$ cat config.mk
export PLATFORM = sky130hd
export DESIGN_NAME = rst_seq
export DESIGN_NICKNAME = d
export VERILOG_FILES = /design/src/rtl/rs_seq_pkg.sv /design/src/rtl/rs_seq_timer.sv /design/src/rtl/rs_seq_fsm.sv /design/src/rtl/rs_seq_rom_gate.sv /design/src/rtl/rst_seq.sv
export SDC_FILE = /design/constraint.sdc
export NUM_CORES = 1
export LEC_CHECK = 0
export BUFFER_PORTS_ARGS = -buffer_cell sky130_fd_sc_hd__buf_2
export CORE_UTILIZATION = 40
export CTS_CLUSTER_DIAMETER = 80
export DETAILED_ROUTE_END_ITERATION = 16
export GPL_ROUTABILITY_DRIVEN = 0
export MAX_ROUTING_LAYER = met4
export PLACE_DENSITY = 0.69
export REMOVE_ABC_BUFFERS = 1
export SKIP_CTS_REPAIR_TIMING = 1
export SLEW_MARGIN = 20
export SYNTH_ARGS = -nofsm -noshare
export SYNTH_HDL_FRONTEND = slang
export SYNTH_SLANG_ARGS = --single-unit
export TNS_END_PERCENT = 20
$ cat constraint.sdc
create_clock -name clk_i -period 2.58 [get_ports clk_i]
set_input_delay 0.516 -clock clk_i [delete_from_list [all_inputs] [get_ports clk_i]]
set_output_delay 0.516 -clock clk_i [all_outputs]
set_load 0.02 [all_outputs]
$ cat src/rtl/rs_seq_pkg.sv
package rs_seq_pkg;
  typedef enum logic [2:0] {
    ST_BOOT, ST_RUN, ST_WARN, ST_ACK, ST_REL, ST_NMI, ST_HALT
  } rs_state_e;
  localparam logic [1:0] SEC_RESET_CMD = 2'b11;
endpackage

$ cat src/rtl/rs_seq_timer.sv
module rs_seq_timer #(
  parameter int unsigned LIMIT = 16
) (
  input  logic clk_i,
  input  logic rst_ni,
  input  logic en_i,
  output logic done_o
);
  localparam int unsigned W = $clog2(LIMIT + 1);
  logic [W-1:0] cnt_q;

  always_ff @(posedge clk_i or negedge rst_ni) begin
    if (!rst_ni)    cnt_q <= '0;
    else if (!en_i) cnt_q <= '0;
    else if (!done_o) cnt_q <= cnt_q + 1'b1;
  end

  assign done_o = en_i && (cnt_q == W'(LIMIT - 1));
endmodule

$ cat src/rtl/rs_seq_fsm.sv
module rs_seq_fsm
  import rs_seq_pkg::*;
(
  input  logic      clk_i,
  input  logic      rst_ni,
  input  logic      btn_i,
  input  logic      boot_done_req_i,
  input  logic      ack_ok_i,
  input  logic      wd_expired_i,
  input  logic      nmi_done_i,
  output rs_state_e state_o
);
  rs_state_e st_q, st_d;

  always_comb begin
    st_d = st_q;
    unique case (st_q)
      ST_BOOT: if (boot_done_req_i)   st_d = ST_RUN;
               else if (wd_expired_i) st_d = ST_HALT;
      ST_RUN:  if (btn_i)      st_d = ST_WARN;
      ST_WARN:                 st_d = ST_ACK;
      ST_ACK:  if (ack_ok_i)   st_d = ST_REL;
      ST_REL:  if (!btn_i)     st_d = ST_NMI;
      ST_NMI:  if (nmi_done_i) st_d = ST_BOOT;
      ST_HALT:                 st_d = ST_HALT;
      default:                 st_d = ST_HALT;
    endcase
  end

  always_ff @(posedge clk_i or negedge rst_ni) begin
    if (!rst_ni) st_q <= ST_BOOT;
    else         st_q <= st_d;
  end

  assign state_o = st_q;
endmodule

$ cat src/rtl/rs_seq_rom_gate.sv
module rs_seq_rom_gate #(
  parameter int unsigned ROM_DW = 32
) (
  input  logic              clk_i,
  input  logic              rst_ni,
  input  logic              lock_req_i,
  input  logic              unlock_i,
  input  logic              done_req_i,
  input  logic [ROM_DW-1:0] rom_rdata_i,
  output logic              rom_vis_o,
  output logic [ROM_DW-1:0] rom_rdata_o,
  output logic              clr_done_o,
  output logic              clr_lock_o
);
  logic locked_q, clr_done_q, clr_lock_q;

  always_ff @(posedge clk_i or negedge rst_ni) begin
    if (!rst_ni) begin
      locked_q   <= 1'b0;
      clr_done_q <= 1'b0;
      clr_lock_q <= 1'b0;
    end else begin
      // reset path wins over a coincident lock request
      if (unlock_i)        locked_q <= 1'b0;
      else if (lock_req_i) locked_q <= 1'b1;
      clr_done_q <= done_req_i;
      clr_lock_q <= lock_req_i;
    end
  end

  assign rom_vis_o   = !locked_q;
  assign rom_rdata_o = locked_q ? '0 : rom_rdata_i;
  assign clr_done_o  = clr_done_q;
  assign clr_lock_o  = clr_lock_q;
endmodule

$ cat src/rtl/rst_seq.sv
module rst_seq
  import rs_seq_pkg::*;
#(
  parameter int unsigned WD_CYCLES  = 250_000_000,
  parameter int unsigned NMI_CYCLES = 16,
  parameter int unsigned ROM_DW     = 32
) (
  input  logic              clk_i,
  input  logic              rst_ni,
  input  logic              btn_i,
  input  logic              cmd_boot_done_i,
  input  logic              cmd_rom_lock_i,
  output logic              clr_boot_done_o,
  output logic              clr_rom_lock_o,
  output logic              sec_cmd_valid_o,
  output logic [1:0]        sec_cmd_o,
  input  logic              sec_ack_valid_i,
  input  logic              sec_ack_bit_i,
  output logic              pre_irq_o,
  output logic              nmi_o,
  output logic              halt_o,
  output logic              rom_vis_o,
  input  logic [ROM_DW-1:0] rom_rdata_i,
  output logic [ROM_DW-1:0] rom_rdata_o
);
  rs_state_e state;
  logic wd_expired, nmi_done, ack_ok, unlock;

  assign ack_ok = sec_ack_valid_i && !sec_ack_bit_i;
  assign unlock = (state == ST_REL) && !btn_i;

  rs_seq_timer #(.LIMIT(WD_CYCLES)) u_wd (
    .clk_i, .rst_ni, .en_i(state == ST_BOOT), .done_o(wd_expired)
  );

  rs_seq_timer #(.LIMIT(NMI_CYCLES)) u_nmi_len (
    .clk_i, .rst_ni, .en_i(state == ST_NMI), .done_o(nmi_done)
  );

  rs_seq_fsm u_fsm (
    .clk_i, .rst_ni, .btn_i,
    .boot_done_req_i(cmd_boot_done_i),
    .ack_ok_i(ack_ok),
    .wd_expired_i(wd_expired),
    .nmi_done_i(nmi_done),
    .state_o(state)
  );

  rs_seq_rom_gate #(.ROM_DW(ROM_DW)) u_rom (
    .clk_i, .rst_ni,
    .lock_req_i(cmd_rom_lock_i),
    .unlock_i(unlock),
    .done_req_i(cmd_boot_done_i),
    .rom_rdata_i,
    .rom_vis_o,
    .rom_rdata_o,
    .clr_done_o(clr_boot_done_o),
    .clr_lock_o(clr_rom_lock_o)
  );

  assign pre_irq_o       = (state == ST_WARN) || (state == ST_ACK) || (state == ST_REL);
  assign sec_cmd_valid_o = (state == ST_WARN);
  assign sec_cmd_o       = sec_cmd_valid_o ? SEC_RESET_CMD : 2'b00;
  assign nmi_o           = (state == ST_NMI) || (state == ST_HALT);
  assign halt_o          = (state == ST_HALT);
endmodule

==> metrics <==
Critical Path Max Stage Delay=approximately 0.77 ns; Crit Path Category=flop to flop; Synth area leader=dfrtp_1; DP Worst Slack=0.278 ns; H-tree Lvls=2; Congestion Overflow GR=0; layout cells sized above 1=0.270; Synth Flop Type=dfrtp_1; top cell type's share of synthesized area=0.409; Power Density=719 nW/um^2; Mean Syn Cell Area=8.61 sq um; core area=between 5000 and 6000 sq um; Layout Nets=389; delay-heaviest family, CP=simple AND/OR/NAND/NOR gates; Seq/Total Area, Yosys=0.409; Register-to-Register Path Depth=5; Iter 0 DRT Violations=108; Leak Pwr=0.00129 uW; clock root cell=clkbuf_8; worst slew pin tran=0.875 ns; Starting Density=0.423; fin. max-slew vios=0; DRC viols=0; Clock Path Buffers=2; cell mode on critical path=or4_1; Synth Warn #=0; max-cap violations=0; Filler Cell Count=532; most frequent cell after synthesis=dfrtp_1; Synth Cell Area=2380 sq um; reg2reg setup slack=0.28 ns; top cells by count, synth=39 x dfrtp_1, 36 x nor2b_1, 25 x a21oi_1; Async SR Flop Fraction=1.00; post-route ant nets=0; vias per std cell=5.43; CP endpoint kind=flop; RSZ-0062 raised after global routing=false; synth top area cells=dfrtp_1 41%, nor2b_1 9.4%, a21oi_1 5.2%; WL per Instance=13.2 um; CP Depth=5; worst vdd ir=0.506 mV; number of synthesized flops with an enable pin=0; Die Y=79.2 um; clk sinks=39; # diodes=0; I/O Buffers=79; final core utilization=0.519; crit-path cells=ha_1, inv_1, or4_1, or4_1, a21oi_1; row cnt=27; FMAX=434 MHz; via count=about 2,300; Area growth, synth to finish=22.8%; die area=between 6000 and 7000 sq um; Final WS setup=0.279 ns; CTS Buf Count=5; Tmin final=2.30 ns; critical path buffer and inverter count=1; CP max stage cell=or4_1; cells after synthesis=277; initial antenna violation count=0; first-pass GRT wire length=roughly 9000 um; Max FO, Critical Path=16; ratio of final minimum period to clock period=0.892; max_slew headroom=0.417; Final setup viols=0; Final Hold Viols=0; startpoint types=flop; I/O Pins=80; vias in the first global route=2,024; Unique masters post-synth=41; Data required, critical path=between 2 and 3 ns; status=finished, final reports clean; Detail Placement HPWL=3990 um; setup TNS=0 ns; FF+latch count, synth=39; final instance area=2930 sq um; gr usage total=0.187; clk slew on worst S/H paths=0.08 ns; CTS tree=yes; Clock Skews=0.00332 ns; clk_lat worst skew=0.29 ns; placed inst area=between 2000 and 3000 sq um; Die Width=79.2 um; 1st-pass router iterations=4; final WL=approximately 5500 um; Critical Path AT=2.52 ns; worst hold path class=primary input to async pin; largest net degree at the start of global routing=40
==> through the flow <==
step | hold slack, ns | total power, uW | std cells
after floorplan | 0.220 | 1300 | 258
after global placement | 0.493 | 1610 | 412
after detailed placement | 0.513 | 1620 | 412
after CTS | 0.336 | 2130 | 420
after global routing | 0.322 | 2250 | 420
final | 0.340 | 2100 | 420
==> area by class of cell <==
type / count / area [sq um] / area share
clock inverters: 3 / 43.8 / 0.0150
multi-input cells: 211 / 1300 / 0.444
repair buffers: 82 / 418 / 0.143
clock buffers: 5 / 68.8 / 0.0235
flip-flops and latches: 39 / 976 / 0.333
inverters: 8 / 30.0 / 0.0103
well taps: 72 / 90.1 / 0.0308
==> power breakdown <==
group	leakage (uW)	total, uW	internal, uW	switching (uW)
sequential	0.000529	750	662	88.3
combinational	0.000705	851	291	561
clock	0.0000581	503	288	215
total	0.00129	2100	1240	865
==> per-layer routing <==
layer	track usage	up-vias	share of wire
met1	0.217	1046	0.44
met4	0.0564	0	0.010
met5	-	-	0
li1	-	1146	-
met3	0.0437	6	0.067
met2	0.322	82	0.49
==> placed cells by master, fill, tap and decap left out, drive strengths merged, types with 3 or more instances in the layout <==
| cell | netlist | routed |
|---|---|---|
| buf | 6 | 82 |
| nor3 | 7 | 7 |
| nor4 | 4 | 4 |
| inv | 8 | 8 |
| nor2 | 17 | 17 |
| a21oi | 25 | 25 |
| nand2b | 3 | 3 |
| dfrtp | 39 | 39 |
| nand2 | 20 | 20 |
| o21ai | 15 | 15 |
| a2111o | 5 | 5 |
| ha | 3 | 3 |
| clkbuf | 13 | 5 |
| and3 | 3 | 3 |
| and4 | 3 | 3 |
| nand3 | 8 | 8 |
| or4 | 11 | 11 |
| nor2b | 36 | 36 |
| xnor2 | 4 | 4 |
| o31ai | 8 | 8 |
| nand4 | 9 | 9 |
| or3 | 8 | 8 |
| xor2 | 3 | 3 |
==> registers in the layout, summed over array words and instances, names as in the netlist <==
register,count
u_rom.clr_done_o,1
u_fsm.state_o,3
u_wd.cnt_q,28
u_rom.locked_q,1
u_nmi_len.cnt_q,5
u_rom.clr_lock_o,1
==> logic make-up (layout without fill, tap and decap cells) <==
| family | Yosys count | count (layout) | share of synthesized area |
|---|---|---|---|
| adders and majority gates | 3 | 3 | 0.0157 |
| AOI/OAI and AO/OA | 63 | 63 | 0.165 |
| muxes | 1 | 1 | 0.00420 |
| xor gates and xnor gates | 7 | 7 | 0.0257 |
| DFF | 39 | 39 | 0.409 |
| and+or+nand+nor | 137 | 137 | 0.333 |
| buffers and inverters | 27 | 98 | 0.0477 |
==> final timing paths <==
path | startpoint | endpoint
hold / removal | rst_ni | u_wd.cnt_q[14]
setup reg to reg | u_wd.cnt_q[0] | u_wd.cnt_q[26]
setup / recovery | u_wd.cnt_q[0] | u_wd.cnt_q[26]
max in group asynchronous | rst_ni | u_wd.cnt_q[11]
hold reg to reg | u_nmi_len.cnt_q[4] | u_nmi_len.cnt_q[4]
min in group clk_i | cmd_rom_lock_i | u_rom.clr_lock_o
Power figures use the tool's default switching activity.
